<file path="src/rtl/hz_pkg.sv">
package hz_pkg;
  typedef enum logic [1:0] {
    FWD_REGFILE  = 2'b00,
    FWD_FROM_WB  = 2'b01,
    FWD_FROM_MEM = 2'b10
  } fwd_sel_e;
endpackage

</file>
<file path="src/rtl/hz_src_match.sv">
// Compares one source register against the two later producers.
module hz_src_match #(
  parameter int REG_AW = 5
) (
  input  logic [REG_AW-1:0] src,
  input  logic [REG_AW-1:0] mem_dst,
  input  logic              mem_we,
  input  logic [REG_AW-1:0] wb_dst,
  input  logic              wb_we,
  output logic              hit_mem,
  output logic              hit_wb
);
  localparam logic [REG_AW-1:0] ZERO_REG = '0;

  always_comb begin
    hit_mem = mem_we && (mem_dst != ZERO_REG) && (mem_dst == src);
    hit_wb  = wb_we  && (wb_dst  != ZERO_REG) && (wb_dst  == src);
  end
endmodule

</file>
<file path="src/rtl/hz_ex_forward.sv">
// Bypass selects for the execute-stage ALU operands.
module hz_ex_forward
  import hz_pkg::*;
#(
  parameter int REG_AW = 5,
  parameter int N_OPS  = 2
) (
  input  logic                        clk,
  input  logic                        rst,
  input  logic [N_OPS-1:0][REG_AW-1:0] src,
  input  logic [REG_AW-1:0]           mem_dst,
  input  logic                        mem_we,
  input  logic [REG_AW-1:0]           wb_dst,
  input  logic                        wb_we,
  output fwd_sel_e [N_OPS-1:0]        sel
);
  for (genvar i = 0; i < N_OPS; i++) begin : g_op
    logic hit_mem, hit_wb;

    hz_src_match #(.REG_AW(REG_AW)) u_match (
      .src    (src[i]),
      .mem_dst(mem_dst),
      .mem_we (mem_we),
      .wb_dst (wb_dst),
      .wb_we  (wb_we),
      .hit_mem(hit_mem),
      .hit_wb (hit_wb)
    );

    always_comb begin
      if (hit_mem)     sel[i] = FWD_FROM_MEM;
      else if (hit_wb) sel[i] = FWD_FROM_WB;
      else             sel[i] = FWD_REGFILE;
    end

    // Bypass from memory stage only when that stage really writes src
    assert_mem_fwd_valid_R1: assert property (@(posedge clk) disable iff (rst)
      (sel[i] == FWD_FROM_MEM) |-> (mem_we && mem_dst == src[i]));
    // Write-back bypass only when write-back really writes src
    assert_wb_fwd_valid_R2: assert property (@(posedge clk) disable iff (rst)
      (sel[i] == FWD_FROM_WB) |-> (wb_we && wb_dst == src[i]));
    // Both stages match: memory stage wins
    assert_mem_priority_R3: assert property (@(posedge clk) disable iff (rst)
      (mem_we && wb_we && mem_dst == src[i] && wb_dst == src[i] && src[i] != '0)
        |-> (sel[i] == FWD_FROM_MEM));
    // Register 0 never bypassed
    assert_zero_reg_R4: assert property (@(posedge clk) disable iff (rst)
      (src[i] == '0) |-> (sel[i] == FWD_REGFILE));
  end
endmodule

</file>
<file path="src/rtl/hz_stall_detect.sv">
// Load-use and branch-operand stall detection in decode.
module hz_stall_detect #(
  parameter int REG_AW = 5
) (
  input  logic              clk,
  input  logic              rst,
  input  logic [REG_AW-1:0] id_rs,
  input  logic [REG_AW-1:0] id_rt,
  input  logic              id_uses_rs,
  input  logic              id_uses_rt,
  input  logic              id_is_branch,
  input  logic [REG_AW-1:0] ex_dst,
  input  logic              ex_reg_write,
  input  logic              ex_mem_read,
  input  logic [REG_AW-1:0] mem_dst,
  input  logic              mem_mem_read,
  output logic              stall
);
  localparam logic [REG_AW-1:0] ZERO_REG = '0;

  logic ex_hits_rs, ex_hits_rt, mem_hits_any;
  logic load_use, branch_wait;

  always_comb begin
    ex_hits_rs   = (ex_dst != ZERO_REG) && (ex_dst == id_rs);
    ex_hits_rt   = (ex_dst != ZERO_REG) && (ex_dst == id_rt);
    mem_hits_any = (mem_dst != ZERO_REG) && ((mem_dst == id_rs) || (mem_dst == id_rt));
    load_use     = ex_mem_read && ((id_uses_rs && ex_hits_rs) || (id_uses_rt && ex_hits_rt));
    branch_wait  = id_is_branch &&
                   ((ex_reg_write && (ex_hits_rs || ex_hits_rt)) ||
                    (mem_mem_read && mem_hits_any));
    stall        = load_use || branch_wait;
  end

  assert_load_use_stall_R5: assert property (@(posedge clk) disable iff (rst)
    (ex_mem_read && id_uses_rs && ex_dst == id_rs && id_rs != '0) |-> stall);
  assert_unused_src_R5: assert property (@(posedge clk) disable iff (rst)
    (!id_is_branch && !id_uses_rs && !id_uses_rt) |-> !stall);
  assert_branch_after_alu_R6: assert property (@(posedge clk) disable iff (rst)
    (id_is_branch && ex_reg_write && ex_dst == id_rt && id_rt != '0) |-> stall);
endmodule

</file>
<file path="src/rtl/hz_id_branch.sv">
// Decode-stage branch comparator with its own operand bypass.
module hz_id_branch #(
  parameter int REG_AW = 5,
  parameter int DW     = 32
) (
  input  logic              clk,
  input  logic              rst,
  input  logic [REG_AW-1:0] id_rs,
  input  logic [REG_AW-1:0] id_rt,
  input  logic [DW-1:0]     id_rs_val,
  input  logic [DW-1:0]     id_rt_val,
  input  logic              is_branch,
  input  logic              is_bne,
  input  logic              hold,
  input  logic [REG_AW-1:0] mem_dst,
  input  logic              mem_fwd_en,
  input  logic [DW-1:0]     mem_result,
  input  logic [REG_AW-1:0] wb_dst,
  input  logic              wb_we,
  input  logic [DW-1:0]     wb_result,
  output logic              taken
);
  localparam int N_CMP = 2;

  logic [N_CMP-1:0][REG_AW-1:0] srcs;
  logic [N_CMP-1:0][DW-1:0]     rf_vals;
  logic [N_CMP-1:0][DW-1:0]     opnd;
  logic                         same;

  assign srcs    = {id_rt, id_rs};
  assign rf_vals = {id_rt_val, id_rs_val};

  for (genvar i = 0; i < N_CMP; i++) begin : g_cmp
    logic hit_mem, hit_wb;

    hz_src_match #(.REG_AW(REG_AW)) u_match (
      .src    (srcs[i]),
      .mem_dst(mem_dst),
      .mem_we (mem_fwd_en),
      .wb_dst (wb_dst),
      .wb_we  (wb_we),
      .hit_mem(hit_mem),
      .hit_wb (hit_wb)
    );

    always_comb begin
      if (hit_mem)     opnd[i] = mem_result;
      else if (hit_wb) opnd[i] = wb_result;
      else             opnd[i] = rf_vals[i];
    end
  end

  always_comb begin
    same  = (opnd[0] == opnd[1]);
    taken = is_branch && !hold && (is_bne ? !same : same);
  end

  assert_taken_needs_branch_R8: assert property (@(posedge clk) disable iff (rst)
    taken |-> is_branch);
  assert_no_taken_on_hold_R9: assert property (@(posedge clk) disable iff (rst)
    hold |-> !taken);
endmodule

</file>
<file path="src/rtl/pipe_hazard_ctrl.sv">
module pipe_hazard_ctrl
  import hz_pkg::*;
#(
  parameter int REG_AW = 5,
  parameter int DW     = 32
) (
  input  logic              clk,
  input  logic              rst,
  input  logic [REG_AW-1:0] id_rs,
  input  logic [REG_AW-1:0] id_rt,
  input  logic              id_uses_rs,
  input  logic              id_uses_rt,
  input  logic              id_is_branch,
  input  logic              id_is_bne,
  input  logic [DW-1:0]     id_rs_val,
  input  logic [DW-1:0]     id_rt_val,
  input  logic [REG_AW-1:0] ex_rs,
  input  logic [REG_AW-1:0] ex_rt,
  input  logic [REG_AW-1:0] ex_dst,
  input  logic              ex_reg_write,
  input  logic              ex_mem_read,
  input  logic [REG_AW-1:0] mem_dst,
  input  logic              mem_reg_write,
  input  logic              mem_mem_read,
  input  logic [DW-1:0]     mem_result,
  input  logic [REG_AW-1:0] wb_dst,
  input  logic              wb_reg_write,
  input  logic [DW-1:0]     wb_result,
  output logic [1:0]        fwd_a,
  output logic [1:0]        fwd_b,
  output logic              stall,
  output logic              flush_ifid,
  output logic              pc_sel
);
  localparam int N_ALU_OPS = 2;

  fwd_sel_e [N_ALU_OPS-1:0]        ex_sel;
  logic     [N_ALU_OPS-1:0][REG_AW-1:0] ex_srcs;
  logic                            stall_int;
  logic                            br_taken;
  logic                            mem_alu_ready;

  assign ex_srcs       = {ex_rt, ex_rs};
  assign mem_alu_ready = mem_reg_write && !mem_mem_read;

  hz_ex_forward #(.REG_AW(REG_AW), .N_OPS(N_ALU_OPS)) u_exfwd (
    .clk    (clk),
    .rst    (rst),
    .src    (ex_srcs),
    .mem_dst(mem_dst),
    .mem_we (mem_reg_write),
    .wb_dst (wb_dst),
    .wb_we  (wb_reg_write),
    .sel    (ex_sel)
  );

  hz_stall_detect #(.REG_AW(REG_AW)) u_stall (
    .clk         (clk),
    .rst         (rst),
    .id_rs       (id_rs),
    .id_rt       (id_rt),
    .id_uses_rs  (id_uses_rs),
    .id_uses_rt  (id_uses_rt),
    .id_is_branch(id_is_branch),
    .ex_dst      (ex_dst),
    .ex_reg_write(ex_reg_write),
    .ex_mem_read (ex_mem_read),
    .mem_dst     (mem_dst),
    .mem_mem_read(mem_mem_read),
    .stall       (stall_int)
  );

  hz_id_branch #(.REG_AW(REG_AW), .DW(DW)) u_branch (
    .clk       (clk),
    .rst       (rst),
    .id_rs     (id_rs),
    .id_rt     (id_rt),
    .id_rs_val (id_rs_val),
    .id_rt_val (id_rt_val),
    .is_branch (id_is_branch),
    .is_bne    (id_is_bne),
    .hold      (stall_int),
    .mem_dst   (mem_dst),
    .mem_fwd_en(mem_alu_ready),
    .mem_result(mem_result),
    .wb_dst    (wb_dst),
    .wb_we     (wb_reg_write),
    .wb_result (wb_result),
    .taken     (br_taken)
  );

  always_comb begin
    fwd_a      = ex_sel[0];
    fwd_b      = ex_sel[1];
    stall      = stall_int;
    flush_ifid = br_taken;
    pc_sel     = br_taken;
  end

  assert_redirect_pairs_flush_R8: assert property (@(posedge clk) disable iff (rst)
    pc_sel |-> flush_ifid);
  assert_quiet_in_stall_R9: assert property (@(posedge clk) disable iff (rst)
    stall |-> (!pc_sel && !flush_ifid));
  assert_mem_load_no_stall_R6: assert property (@(posedge clk) disable iff (rst)
    (!id_is_branch && !ex_mem_read) |-> !stall);
endmodule

</file>
<file path="config.mk">
export PLATFORM = sky130hd
export DESIGN_NAME = pipe_hazard_ctrl
export DESIGN_NICKNAME = d
export VERILOG_FILES = /design/src/rtl/hz_pkg.sv /design/src/rtl/hz_src_match.sv /design/src/rtl/hz_ex_forward.sv /design/src/rtl/hz_stall_detect.sv /design/src/rtl/hz_id_branch.sv /design/src/rtl/pipe_hazard_ctrl.sv
export SDC_FILE = /design/constraint.sdc
export NUM_CORES = 1
export LEC_CHECK = 0
export ABC_AREA = 1
export CORE_UTILIZATION = 42
export DETAILED_ROUTE_END_ITERATION = 10
export GPL_TIMING_DRIVEN = 1
export PLACE_DENSITY_LB_ADDON = 0.08
export SYNTH_ARGS = -nofsm -noshare
export SYNTH_HDL_FRONTEND = slang
export SYNTH_SLANG_ARGS = --single-unit
</file>
<file path="constraint.sdc">
create_clock -name vclk -period 7.45
set_input_delay 1.49 -clock vclk [all_inputs]
set_output_delay 1.49 -clock vclk [all_outputs]
set_load 0.02 [all_outputs]
</file>
# Word level (Yosys, flattened, before mapping)
# Cells that the tools add are included.
word_totals:
  register_bits: 0
  elab_cells: 54
classes:
  n_eq_ne: 11
  muxes: 9
  n_reduce_logical: 34
ops:
  columns: ["op", "n"]
  rows:
  - ["32-bit 2-to-1 mux", 4]
  - ["5-bit equality test", 10]
  - ["32-bit equality test", 1]
  - ["1-bit logical AND", 23]
  - ["5-bit nonzero test", 3]
  - ["1-bit logical OR", 5]
  - ["2-bit 2-to-1 mux", 2]
  - ["1-bit logical NOT", 3]
  - ["1-bit 2-to-1 mux", 3]

# Depth between registers and ports, before layout
logic_depth:
  ltp_word: 10
  ltp_mapped: 24
  mapped_depth_nobuf: 21

# By module
# A second synthesis with hierarchy kept.
unflattened:
  hier_cells: 966
  area_unflattened_um2: 4043.9
modules_own_cells:
  columns: ["mod", "instances", "cells_per_inst", "area_each_um2", "seq_area_each_um2"]
  rows:
  - ["hz_id_branch", 1, 672, 2787.7, 0.0]
  - ["hz_src_match", 4, 54, 212.7, 0.0]
  - ["hz_stall_detect", 1, 69, 352.8, 0.0]
  - ["hz_ex_forward", 1, 6, 35.0, 0.0]
  - ["pipe_hazard_ctrl", 1, 3, 17.5, 0.0]

# Worst setup path before layout
# No wires, ideal clock.
synth_timing:
  path_type: "input port to output port"
  start: "input port wb_dst[0]"
  end: "output port pc_sel"
  arrival_time_ns: 3.569
  t_required_ns: 5.960
  path_slack_ns: 2.391
  stages: 20
  path_cell_list: "buf_2 -> xnor2_2 -> nand2_2 -> nor2_8 -> nand3_4 -> buf_6 -> nand2_1 -> nand3_1 -> o21ai_1 -> nand2_1 -> nand2_1 -> nand2_1 -> nor2_1 -> nand2_1 -> nor2_1 -> nand2_1 -> nand2_1 -> nand2_1 -> nor2_1 -> buf_4"
synth_via:
  elab_chain_cells: 9
synth_rtl:
  columns: ["element", "line_no", "source"]
  rows:
  - ["from (decl)", "pipe_hazard_ctrl.sv:26", "input logic [REG_AW-1:0] wb_dst,"]
  - ["5-bit nonzero test", "hz_src_match.sv:17", "hit_wb = wb_we && (wb_dst != ZERO_REG) && (wb_dst == src);"]
  - ["1-bit logical AND (2 in a row)", "hz_src_match.sv:17", null]
  - ["32-bit 2-to-1 mux", "hz_id_branch.sv:48", "else if (hit_wb) opnd[i] = wb_result;"]
  - ["32-bit 2-to-1 mux", "hz_id_branch.sv:47", "if (hit_mem) opnd[i] = mem_result;"]
  - ["32-bit equality test (*)", "hz_id_branch.sv:54", "same = (opnd[0] == opnd[1]);"]
  - ["1-bit logical NOT", "hz_id_branch.sv:55", "taken = is_branch && !hold && (is_bne ? !same : same);"]
  - ["1-bit 2-to-1 mux (*)", "hz_id_branch.sv:55", null]
  - ["1-bit logical AND (*)", "hz_id_branch.sv:55", null]
  - ["to (decl)", "pipe_hazard_ctrl.sv:33", "output logic pc_sel"]
# Mark *: on every way between the ends. The rest lies on a longest branch, timed or not.

# Worst setup path in the final report
layout_timing:
  start: "input port mem_dst[2]"
  end: "output port pc_sel"
layout_via:
  elab_chain_cells: 10
layout_rtl:
  columns: ["element", "line_no", "source"]
  rows:
  - ["from (decl)", "pipe_hazard_ctrl.sv:22", "input logic [REG_AW-1:0] mem_dst,"]
  - ["branches (longest 9 deep; another with 32-bit 2-to-1 mux)", null, null]
  - ["1-bit logical AND (*)", "hz_id_branch.sv:55", null]
# Every way passes the cells marked *.

==> qor_table.md <==
| Item | Reported | Unit |
| --- | --- | --- |
| Top-level I/O count | 181 | - |
| Initial DRC count | 319 | - |
| Post-synthesis average cell area | 4.703 | sq um |
| Port Buffer Count | 179 | - |
| Worst supply voltage drop on vdd | 34.50 | uV |
| Total count of max-transition violations in the final report | 0 | - |
| Kind of end point of the critical path | output pin | - |
| Remaining DRCs | 0 | - |
| Peak Freq | 150.9 | MHz |
| Place WS | 0.8225 | ns |
| Status | finished, final reports clean | - |
| Final Hold Violating Endpoints | 0 | - |
| Hold Path Class | in -> out | - |
| Time the final worst path needs with I/O delays and setup | 6.628 | ns |
| Area overhead of the layout relative to synthesis | 42.07 | % |
| TritonRoute pass-1 iters | 5 | - |
| Cell variety after synth | 30 | - |
| Slew at the pin closest to its max-slew limit | 0.7280 | ns |
| Count of nets left with antenna violations after detail routing | 0 | - |
| Global-route usage over all layers | 0.2629 | - |
| Aggregate global routing overflow | 0 | - |
| Portion of the post-synthesis area used by sequential elements | 0 | - |
| Last weighted congestion value of the routability-driven placer | 0.8734 | - |
| Endpoints failing setup | 0 | - |
| Static leakage power | 0.003010 | uW |
| Crit path arrival time | 5.14 | ns |
| Vias in the first global route | 4777 | - |
| Leading cell type in the layout, fill and taps excluded | nand2_1 | - |
| Number of gates resized after cts | 0 | - |
| Final Routed Wirelength | 13680 | microns |
| Layout cell share with drive strength beyond 1 | 0.03882 | - |
| Number of clock buffers in the layout | 0 | - |
| Ratio of total power to cell area | 49.34 | nW/um^2 |
| Area of the placeable core | 9196 | sq um |
| Post-detailed-route wirelength per cell | 12.55 | microns |
| Number of nets at the end of the flow | 1155 | - |
| Critical path startpoint category | primary input | - |
| Pin count of the biggest net entering global routing | 62 | - |
| Count of hold-fix buffers inserted at cts | 0 | - |
| Count of warnings emitted by yosys | 0 | - |
| Post-synthesis cell area | 3974 | sq um |
| Floorplan die height | 99.27 | microns |
| Unrepaired setup endpoints after global routing | no | - |
| Horizontal die dimension | 99.27 | microns |
| Number of fill cells | 968 | - |
| Antenna violations before repair | 0 | - |
| Drt via density | 5.053 | - |
| Most used cells in the layout excluding fill and tap cells | nand2_1 (415), clkdlybuf4s50_1 (179), nand3_1 (138) | - |
| Type of the setup path with the least slack | in -> out | - |
| Flip-flop and latch area | 0 | sq um |
| Worst-case headroom to the max-slew limit | 0.5139 | - |
| HPWL after detailed placement | 9852 | microns |
| First-pass GRT wire length | 21770 | microns |
| Setup slack after layout | 0.8222 | ns |
| Required @ worst endpoint | 5.96 | ns |
| Count of flip-flops and latches | 0 | - |
| Hold slack | 4.063 | ns |
| Post-synth net total | 1019 | - |
| Detailed-route via count | 5508 | - |
| Count of antenna diodes in the layout | 0 | - |
| Instance count of the mapped netlist | 845 | - |
| Reported max-cap violation count | 0 | - |
| Site Rows | 35 | - |
| Effective utilization at floorplan | 0.4321 | - |
| Final sum of negative setup slack | 0 | ns |
| Final critical-path share of the clock period | 0.8896 | - |
| Setup bufs post-CTS | 0 | - |
| Maximum net fanout on the critical path | 22 | - |
| Overall die area | 9855 | sq um |
| Final Util | 0.6139 | - |
==> where the power goes <==
part | internal, uW | total (uW) | switching, uW
sequential | 0 | 0 | 0
clock | 0 | 0 | 0
combinational | 141 | 279 | 138
==> per-layer routing <==
layer  part of all wire  GRT usage  up-vias
met3              0.084    0.02178       10
met5                  0          0        -
met4             0.0072    0.04072        0
met1               0.44     0.3522     2361
li1                   -          -     2923
met2               0.47     0.4658      214
==> logic make-up (layout without fill, tap and decap cells) <==
group,Yosys count,count (layout),synth area share
AO/OA/AOI/OAI,13,13,0.01732
XOR/XNOR,45,45,0.1067
buffers and inverters,143,277,0.1694
AND/OR/NAND/NOR,644,644,0.7066
==> final cells by class <==
cell class	count	area, sq um	area share
tap	111	138.9	0.02460
timing repair buffer	190	1874	0.3320
multi-input combinational	702	3306	0.5856
inverter	87	326.6	0.05785
==> critical path, stage by stage <==
cell and delay [ns]:
clkdlybuf4s50_1 0.65, xnor2_1 0.16, nand3_1 0.10, nor2_2 0.13, nand2_2 0.27, inv_2 0.45, buf_4 0.26, nand2_1 0.08
nand2_1 0.07, nand3_1 0.06, nand2_1 0.06, nand2_1 0.05, nor2_1 0.14, nand2_1 0.10, nor2_2 0.13, nand2_1 0.06
nand2_1 0.05, nand2_1 0.06, nor2_1 0.13, clkdlybuf4s50_1 0.62
==> synth_stat cells (all sizes together) <==
| cell | number | share of area |
|---|---|---|
| o22ai | 1 | 0.0016 |
| xnor2 | 28 | 0.064 |
| a21oi | 2 | 0.0025 |
| nand3 | 139 | 0.18 |
| inv | 87 | 0.082 |
| nor4 | 2 | 0.0031 |
| nand2 | 420 | 0.40 |
| nand4 | 46 | 0.072 |
| buf | 55 | 0.086 |
| nor2 | 27 | 0.038 |
| nor3 | 4 | 0.0050 |
| o211ai | 1 | 0.0019 |
| nand3b | 1 | 0.0019 |
| xor2 | 17 | 0.043 |
| or2 | 5 | 0.0079 |
| clkbuf | 1 | 0.00094 |
| o21ai | 9 | 0.011 |
==> final timing paths <==
check / start / to / slack, ns / depth (start not counted)
hold / removal: id_is_branch / stall / 4.06 / 4
setup / recovery: mem_dst[2] / pc_sel / 0.82 / 20
==> through the flow <==
stage | instance area (sq um) | total power, uW | std cells
detailed placement | 5645 | 277.5 | 1090
global placement | 5645 | 276.1 | 1090
global route | 5645 | 307.1 | 1090
finish | 5645 | 278.5 | 1090
floorplan | 3974 | 147.0 | 845
CTS | 5645 | 278.5 | 1090
No activity file was read; power rests on OpenSTA's default activity.
